### src/rtl/rip_pkg.sv
package rip_pkg;

    localparam int OP_W = 3;

    typedef enum logic [OP_W-1:0] {
        OP_SEQ    = 3'd0,
        OP_JUMP   = 3'd1,
        OP_WAIT   = 3'd2,
        OP_WAITBR = 3'd3,
        OP_END    = 3'd4
    } op_e;

    typedef enum logic {
        ST_IDLE = 1'b0,
        ST_RUN  = 1'b1
    } state_e;

endpackage

### src/rtl/rip_cfg_regs.sv
module rip_cfg_regs #(
    parameter int N_ROUTINES = 7,
    parameter int ADDR_W     = 7,
    parameter int SEL_W      = 4
) (
    input  logic                         clk,
    input  logic                         rst_n,
    input  logic                         we,
    input  logic [SEL_W-1:0]             sel,
    input  logic [ADDR_W-1:0]            data,
    output logic [N_ROUTINES*ADDR_W-1:0] start_flat,
    output logic [ADDR_W-1:0]            br_addr0,
    output logic [ADDR_W-1:0]            br_addr1,
    output logic [1:0]                   br_en
);
    localparam int SEL_BR0 = N_ROUTINES;
    localparam int SEL_BR1 = N_ROUTINES + 1;
    localparam int SEL_EN  = N_ROUTINES + 2;

    logic unused_hi;
    assign unused_hi = ^data[ADDR_W-1:2];

    // One start-address register per routine.
    for (genvar g = 0; g < N_ROUTINES; g++) begin : g_start
        logic [ADDR_W-1:0] start_q;
        always_ff @(posedge clk) begin
            if (!rst_n)
                start_q <= '0;
            else if (we && sel == SEL_W'(g))
                start_q <= data;
        end
        assign start_flat[g*ADDR_W +: ADDR_W] = start_q;
    end

    always_ff @(posedge clk) begin
        if (!rst_n) begin
            br_addr0 <= '0;
            br_addr1 <= '0;
            br_en    <= '0;
        end else if (we) begin
            if (sel == SEL_W'(SEL_BR0)) br_addr0 <= data;
            if (sel == SEL_W'(SEL_BR1)) br_addr1 <= data;
            if (sel == SEL_W'(SEL_EN))  br_en    <= data[1:0];
        end
    end
endmodule

### src/rtl/rip_next_addr.sv
module rip_next_addr
    import rip_pkg::*;
#(
    parameter int ADDR_W  = 7,
    parameter int INSTR_W = ADDR_W + OP_W
) (
    input  logic [ADDR_W-1:0]  ip,
    input  logic [INSTR_W-1:0] instr,
    input  logic               match_hit,
    input  logic               frame_type,
    input  logic [ADDR_W-1:0]  br_addr0,
    input  logic [ADDR_W-1:0]  br_addr1,
    input  logic [1:0]         br_en,
    output logic [ADDR_W-1:0]  next_ip,
    output logic               is_end
);
    logic [OP_W-1:0]   op_raw;
    logic [ADDR_W-1:0] target;
    logic [ADDR_W-1:0] ip_inc;
    logic [ADDR_W-1:0] br_sel;

    assign op_raw = instr[INSTR_W-1 -: OP_W];
    assign target = instr[ADDR_W-1:0];
    assign ip_inc = ip + ADDR_W'(1);
    assign br_sel = frame_type ? br_addr1 : br_addr0;

    always_comb begin
        next_ip = ip_inc;
        is_end  = 1'b0;
        case (op_raw)
            OP_JUMP:   next_ip = target;
            OP_WAIT:   next_ip = match_hit ? ip_inc : target;
            OP_WAITBR: begin
                if (!match_hit && br_en[frame_type])
                    next_ip = br_sel;
            end
            OP_END: begin
                next_ip = ip;
                is_end  = 1'b1;
            end
            default:   next_ip = ip_inc;
        endcase
    end
endmodule

### src/rtl/rip_fsm.sv
module rip_fsm
    import rip_pkg::*;
#(
    parameter int ADDR_W = 7
) (
    input  logic              clk,
    input  logic              rst_n,
    input  logic              grant_ok,
    input  logic [ADDR_W-1:0] grant_addr,
    input  logic [ADDR_W-1:0] next_ip,
    input  logic              is_end,
    output logic [ADDR_W-1:0] ip,
    output logic              running,
    output logic              done
);
    state_e            state_q, state_d;
    logic [ADDR_W-1:0] ip_q, ip_d;
    logic              done_q, done_d;

    // State register.
    always_ff @(posedge clk) begin
        if (!rst_n) begin
            state_q <= ST_IDLE;
            ip_q    <= '0;
            done_q  <= 1'b0;
        end else begin
            state_q <= state_d;
            ip_q    <= ip_d;
            done_q  <= done_d;
        end
    end

    // Transitions: launch, restart, step, retire.
    always_comb begin
        state_d = state_q;
        ip_d    = ip_q;
        done_d  = 1'b0;
        unique case (state_q)
            ST_IDLE: begin
                if (grant_ok) begin
                    state_d = ST_RUN;
                    ip_d    = grant_addr;
                end
            end
            ST_RUN: begin
                if (grant_ok) begin
                    ip_d = grant_addr;
                end else if (is_end) begin
                    state_d = ST_IDLE;
                    done_d  = 1'b1;
                end else begin
                    ip_d = next_ip;
                end
            end
            default: state_d = ST_IDLE;
        endcase
    end

    // Outputs.
    always_comb begin
        ip      = ip_q;
        running = (state_q == ST_RUN);
        done    = done_q;
    end
endmodule

### src/rtl/rip_seq.sv
module rip_seq
    import rip_pkg::*;
#(
    parameter int N_ROUTINES = 7,
    parameter int ADDR_W     = 7,
    parameter int SEL_W      = 4,
    parameter int ID_W       = $clog2(N_ROUTINES + 1),
    parameter int INSTR_W    = ADDR_W + OP_W
) (
    input  logic               clk,
    input  logic               rst_n,
    input  logic               cfg_we,
    input  logic [SEL_W-1:0]   cfg_sel,
    input  logic [ADDR_W-1:0]  cfg_data,
    input  logic               grant_valid,
    input  logic [ID_W-1:0]    grant_id,
    input  logic [INSTR_W-1:0] instr,
    input  logic               match_hit,
    input  logic               frame_type,
    output logic [ADDR_W-1:0]  ip,
    output logic               running,
    output logic               done
);
    logic [N_ROUTINES*ADDR_W-1:0] start_flat;
    logic [ADDR_W-1:0]            br_addr0, br_addr1;
    logic [1:0]                   br_en;
    logic [ADDR_W-1:0]            next_ip;
    logic                         is_end;
    logic                         grant_ok;
    logic [ADDR_W-1:0]            grant_addr;

    rip_cfg_regs #(.N_ROUTINES(N_ROUTINES), .ADDR_W(ADDR_W), .SEL_W(SEL_W)) cfg_i (
        .clk        (clk),
        .rst_n      (rst_n),
        .we         (cfg_we),
        .sel        (cfg_sel),
        .data       (cfg_data),
        .start_flat (start_flat),
        .br_addr0   (br_addr0),
        .br_addr1   (br_addr1),
        .br_en      (br_en)
    );

    assign grant_ok = grant_valid && (grant_id < ID_W'(N_ROUTINES));

    always_comb begin
        grant_addr = '0;
        for (int i = 0; i < N_ROUTINES; i++)
            if (grant_id == ID_W'(i))
                grant_addr = start_flat[i*ADDR_W +: ADDR_W];
    end

    rip_next_addr #(.ADDR_W(ADDR_W), .INSTR_W(INSTR_W)) nxt_i (
        .ip         (ip),
        .instr      (instr),
        .match_hit  (match_hit),
        .frame_type (frame_type),
        .br_addr0   (br_addr0),
        .br_addr1   (br_addr1),
        .br_en      (br_en),
        .next_ip    (next_ip),
        .is_end     (is_end)
    );

    rip_fsm #(.ADDR_W(ADDR_W)) fsm_i (
        .clk        (clk),
        .rst_n      (rst_n),
        .grant_ok   (grant_ok),
        .grant_addr (grant_addr),
        .next_ip    (next_ip),
        .is_end     (is_end),
        .ip         (ip),
        .running    (running),
        .done       (done)
    );
endmodule

### config.mk
export PLATFORM = sky130hd
export DESIGN_NAME = rip_seq
export DESIGN_NICKNAME = d
export VERILOG_FILES = /design/src/rtl/rip_pkg.sv /design/src/rtl/rip_cfg_regs.sv /design/src/rtl/rip_next_addr.sv /design/src/rtl/rip_fsm.sv /design/src/rtl/rip_seq.sv
export SDC_FILE = /design/constraint.sdc
export NUM_CORES = 1
export LEC_CHECK = 0
export BUFFER_PORTS_ARGS = -buffer_cell sky130_fd_sc_hd__buf_2
export CORE_MARGIN = 2
export CORE_UTILIZATION = 55
export CTS_CLUSTER_DIAMETER = 80
export DETAILED_ROUTE_END_ITERATION = 8
export HOLD_SLACK_MARGIN = 0.12
export PLACE_DENSITY = 0.75
export SLEW_MARGIN = 5
export SYNTH_ARGS = -nofsm -noshare
export SYNTH_HDL_FRONTEND = slang
export SYNTH_SLANG_ARGS = --single-unit
### constraint.sdc
create_clock -name clk -period 1.7 [get_ports clk]
set_input_delay 0.085 -clock clk [delete_from_list [all_inputs] [get_ports clk]]
set_output_delay 0.085 -clock clk [all_outputs]
set_load 0.005 [all_outputs]
* After elaboration in Yosys (flattened, before gate mapping)
Cells that the tools add are included.
** Word-level totals
- Input port bits :: 30
- Flip-flop bits (word level) :: 74
- Word-level logic and storage cells :: 80
- Output and inout bits :: 9
** Operators by class
- Reduce and logical (&&, ||, !) cells :: 17
- Bitwise gates (word level) :: 2
- Order comparisons :: 2
- Add/sub/neg operators :: 1
- Equal/unequal tests :: 22
- Multiplexer cells :: 23
** Operators with widths (count)
- $mux W7 :: 13
- $pmux W7 S4 :: 1
- $eq A4 B3 Y1 const B :: 4
- $pmux W7 S2 :: 1
- $eq A3 B2 Y1 const B :: 4
- $eq A3 B3 Y1 const B :: 4
- $logic_and A1 B1 Y1 :: 9
- $eq A4 B2 Y1 const B :: 2
- $eq A4 B4 Y1 const B :: 2
- $add A7 B1 Y7 const B :: 1
- $mux W1 :: 7
- $eq A3 B1 Y1 const B :: 2
- $ne A3 B2 Y1 const B :: 2
- $reduce_and A2 Y1 :: 3
- $eq A4 B1 Y1 const B :: 1
- $logic_not A4 Y1 :: 1
- $logic_not A3 Y1 :: 1
- $lt A3 B3 Y1 const B :: 1
- $reduce_and A3 Y1 :: 1
- $reduce_or A3 Y1 :: 1
- $lt A1 B2 Y1 const B :: 1
- $ne A2 B1 Y1 const B :: 1
- $not A1 Y1 :: 2
- $pmux W1 S2 :: 1
- $logic_not A1 Y1 :: 1

* Logic depth before layout (Yosys ltp)
- Depth after elaboration :: 10
- Depth in mapped cells :: 7
- Depth with buffers taken out :: 6

* Hierarchy
Synthesis repeated with hierarchy kept, for this count alone.
** Second synthesis, totals
- Cells, all modules :: 428
- Area total of the unflattened synthesis :: 3963.8 um^2
** Modules (own cells, without submodules)
- rip_cfg_regs :: sequential area each 1301.2 um^2, cells each 231, times used 1, area each 2404.8 um^2
- rip_next_addr :: sequential area each 0.0 um^2, cells each 93, times used 1, area each 654.4 um^2
- rip_seq :: sequential area each 0.0 um^2, cells each 68, times used 1, area each 533.0 um^2
- rip_fsm :: sequential area each 180.2 um^2, cells each 36, times used 1, area each 371.6 um^2

* Worst setup path after synthesis
OpenSTA, ideal clock, no wires.
- Kind :: reg2reg
- From :: register fsm_i.ip_q[0], in the netlist fsm_i.ip[0]
- To :: register fsm_i.ip_q[4], in the netlist fsm_i.ip[4]
- Library setup time :: 0.117 ns
- Path slack :: 0.197 ns
- Data arrival time :: 1.385 ns
- Data required time :: 1.583 ns
- Clock period less this slack :: 1.503 ns
- Cell stages (with the launch flop) :: 6
- Path buffers :: 0
- Cell sequence :: dfxtp_1 > ha_1 > nand3_1 > xnor2_1 > a221o_1 > a32o_2
** On the way
- Word-level cells in the longest chain between the ends :: 6
- Elaborated cells between the ends (all ways) :: 7
- Classes of those cells :: add/sub: 1; mux: 6
** RTL lines
- from (decl) :: RTL line rip_fsm.sv:17 : logic [ADDR_W-1:0] ip_q, ip_d;
- from (signal assigned) :: RTL line rip_fsm.sv:28 : ip_q <= ip_d;
- $add A7 B1 Y7 * :: RTL line rip_next_addr.sv:24 : assign ip_inc = ip + ADDR_W'(1);
- $mux W7 (on tied branches) :: RTL line rip_next_addr.sv:34, rip_next_addr.sv:32
- $pmux W7 S4 * :: RTL line rip_next_addr.sv:30 : case (op_raw)
- $mux W7 * :: RTL line rip_fsm.sv:48 : end else if (is_end) begin
- $mux W7 * :: RTL line rip_fsm.sv:46 : if (grant_ok) begin
- $pmux W7 S2 * :: RTL line rip_fsm.sv:38 : unique case (state_q)
Every way passes the cells marked *; elsewhere a longest branch is shown, timed or not. The select of a mux whose other input is x is not followed.
A chain may end at the register's enable or synchronous reset.

* Final worst setup path
- From :: register fsm_i.ip_q[1], in the netlist fsm_i.ip[1]
- To :: register fsm_i.ip_q[6], in the netlist fsm_i.ip[6]
Same word-level chain as after synthesis.

==> metrics.txt <==
most frequent cells in the layout 74 x mux2i_1, 74 x nor2b_1, 73 x dfxtp_1; fraction of registers with async set/reset 0; Worst path max stage delay 0.38 ns; iteration-0 DRC count of the detailed router 219; flops & latches, synth 74; Max IR drop VDD 0.564 mV; drt first pass iters 4; total negative slack 0 ns; Core Rows 30; largest fanout on the critical path 5; routing usage on met3 0.0610; antenna diode count 0; Area growth syn-to-layout 13.1%; post-synthesis cell area 3740 um^2; cell family with most CP delay compound AO/OA/AOI/OAI gates; YS warnings 0; Final Skew 0.00743 ns; crit path capture type flip-flop; GR Util met2 0.403; WP data required 1.96 ns; clk_lat worst skew 0.36 ns; Die Ht 86.5 um; worst reg-to-reg path cell count 6; crit-path cells ha_1 > nand2_1 > nor2_1 > xor2_1 > a221o_1 > a32o_1; initial antenna violation count 0; LEAKAGE 0.00175 uW; final wirelength 8930 um; routed via count 2985; largest net degree at the start of global routing 45; Die Wd 86.5 um; Post CTS Setup Buffer Count 0; max-cap violations 0; die area 7480 um^2; IO Port Bufs 38; post-layout min period 1.57 ns; core box area 6680 um^2; Mapped Cells 388; TritonCTS Sinks 74; Max stage delay cell, worst path dfxtp_2; Max Freq 636 MHz; ys flop type dfxtp_1; final slew viol count 0; Seq/Total Area, Yosys 0.396; first-pass GRT wire length 14500 um; GR Layer Usage met1 0.344; Setup violations, final 0; grt peak-use layer met2; Data arrival, critical path 1.83 ns; worst setup path class flip-flop to flip-flop; Fillers 574; startpoint types flip-flop; hold slack 0.130 ns; Total GRT Usage 0.254; Pwr Density 824 nW/um^2; Num CTS Buffers 9; htree depth 3; grt ovf 0; worst path buffer plus inverter count 0; Final Cycle Share 0.925; Clock Tree Root clkbuf_8; Post-DP HPWL 6460 um; hold path cells 3; Initial Utilization 0.560; Syn Nets 419; Syn Area/Cell 9.65 um^2; DRC 0; CTS tree done; Fin. Hold Viols 0; measured slew at the worst slew-check pin 0.524 ns; vias in the first global route 2829; HP Class input pin to flip-flop; max_slew headroom 0.651; Avg WL per Cell 17.4 um; layout cells sized above 1 0.197; distinct cell type count of the synthesized netlist 38; outcome finished, final reports clean; final net count 458; post-route ant nets 0; IO Pins 39; EDFF count, synth 0; mean number of vias per cell 5.83; unrepaired setup endpoints after global routing no; GPL Wtd Cong 0.924; clk slew on worst S/H paths 0.09 ns; Crit path depth 6; Longest Clk Path Bufs 2
==> cell families after synthesis <==
logic type	after synthesis	synth area share
xor+xnor	5	0.0117
simple gates	113	0.181
compound gates	73	0.137
fa+ha+maj	1	0.00334
mux	81	0.219
flops	74	0.396
buf+inv	41	0.0525
==> worst min-delay path, stage by stage <==
cell	delay [ns]
buf_2	0.09
a221o_1	0.14
a32o_1	0.14
==> cell type report <==
| type | count | area [um^2] | area share |
|---|---|---|---|
| Multi-Input combinational cell | 273 | 2070 | 0.488 |
| Sequential cell | 74 | 1480 | 0.350 |
| Timing Repair Buffer | 59 | 363 | 0.0857 |
| Clock buffer | 9 | 124 | 0.0293 |
| Tap cell | 80 | 100 | 0.0236 |
| Clock inverter | 7 | 60.1 | 0.0142 |
| Inverter | 10 | 37.5 | 0.00887 |
==> registers in the layout (all words and copies together) (netlist names) <==
signal and flops:
cfg_i.g_start.start_q 49, cfg_i.br_addr0 7, cfg_i.br_addr1 7, fsm_i.ip 7
cfg_i.br_en 2, fsm_i.done 1, fsm_i.running 1
==> worst paths after layout <==
| path | start | end | slack [ns] |
|---|---|---|---|
| hold reg to reg | cfg_i.g_start[3].start_q[4]$_SDFFE_PN0P_ | cfg_i.g_start[3].start_q[4]$_SDFFE_PN0P_ | 0.52 |
| setup / recovery | fsm_i.ip[1]$_SDFFE_PN0P_ | fsm_i.ip[6]$_SDFFE_PN0P_ | 0.13 |
| setup reg to reg | fsm_i.ip[1]$_SDFFE_PN0P_ | fsm_i.ip[6]$_SDFFE_PN0P_ | 0.13 |
| hold / removal | instr[1] | fsm_i.ip[1]$_SDFFE_PN0P_ | 0.13 |
==> routing by layer <==
layer	part of all wire	vias up
li1	-	1455
met1	0.47	1423
met2	0.46	87
met3	0.055	20
met4	0.021	0
met5	0	-
==> cells in the mapped netlist (all sizes together) (8+ instances only) <==
| cell | instances | area (um^2) |
|---|---|---|
| nor2b | 74 | 463 |
| inv | 10 | 37.5 |
| buf | 9 | 56.3 |
| dfxtp | 74 | 1480 |
| a22oi | 8 | 60.1 |
| clkbuf | 22 | 103 |
| mux2i | 74 | 741 |
| a21oi | 14 | 70.1 |
| o21ai | 14 | 70.1 |
| nor2 | 11 | 46.3 |
==> repair_timing <==
| action | 4_1_cts | 5_1_grt |
|---|---|---|
| gates resized for setup | 0 | 1 |
| hold buffers | 6 | 0 |
| endpoints found under the hold margin | 7 | 0 |
| setup endpoints to repair | 0 | 1 |
==> through the flow <==
step                      worst slack (ns)  total power [uW]  instance area [um^2]   util  std cells
final                                0.128              3490                  4230  0.634        512
after global routing                0.0230              3610                  4230  0.634        512
after CTS                           0.0637              3510                  4230  0.633        512
after detailed placement            0.0679              2230                  3990  0.597        490
after global placement              0.0855              2220                  3990  0.597        490
after floorplan                      0.197              2090                  3740      -        388
==> power breakdown <==
part	switching (uW)	internal [uW]	total (uW)
clock network	734	551	1280
registers	27.7	1770	1790
logic	225	186	412
total	987	2500	3490
(Power assumes the default switching activity.)
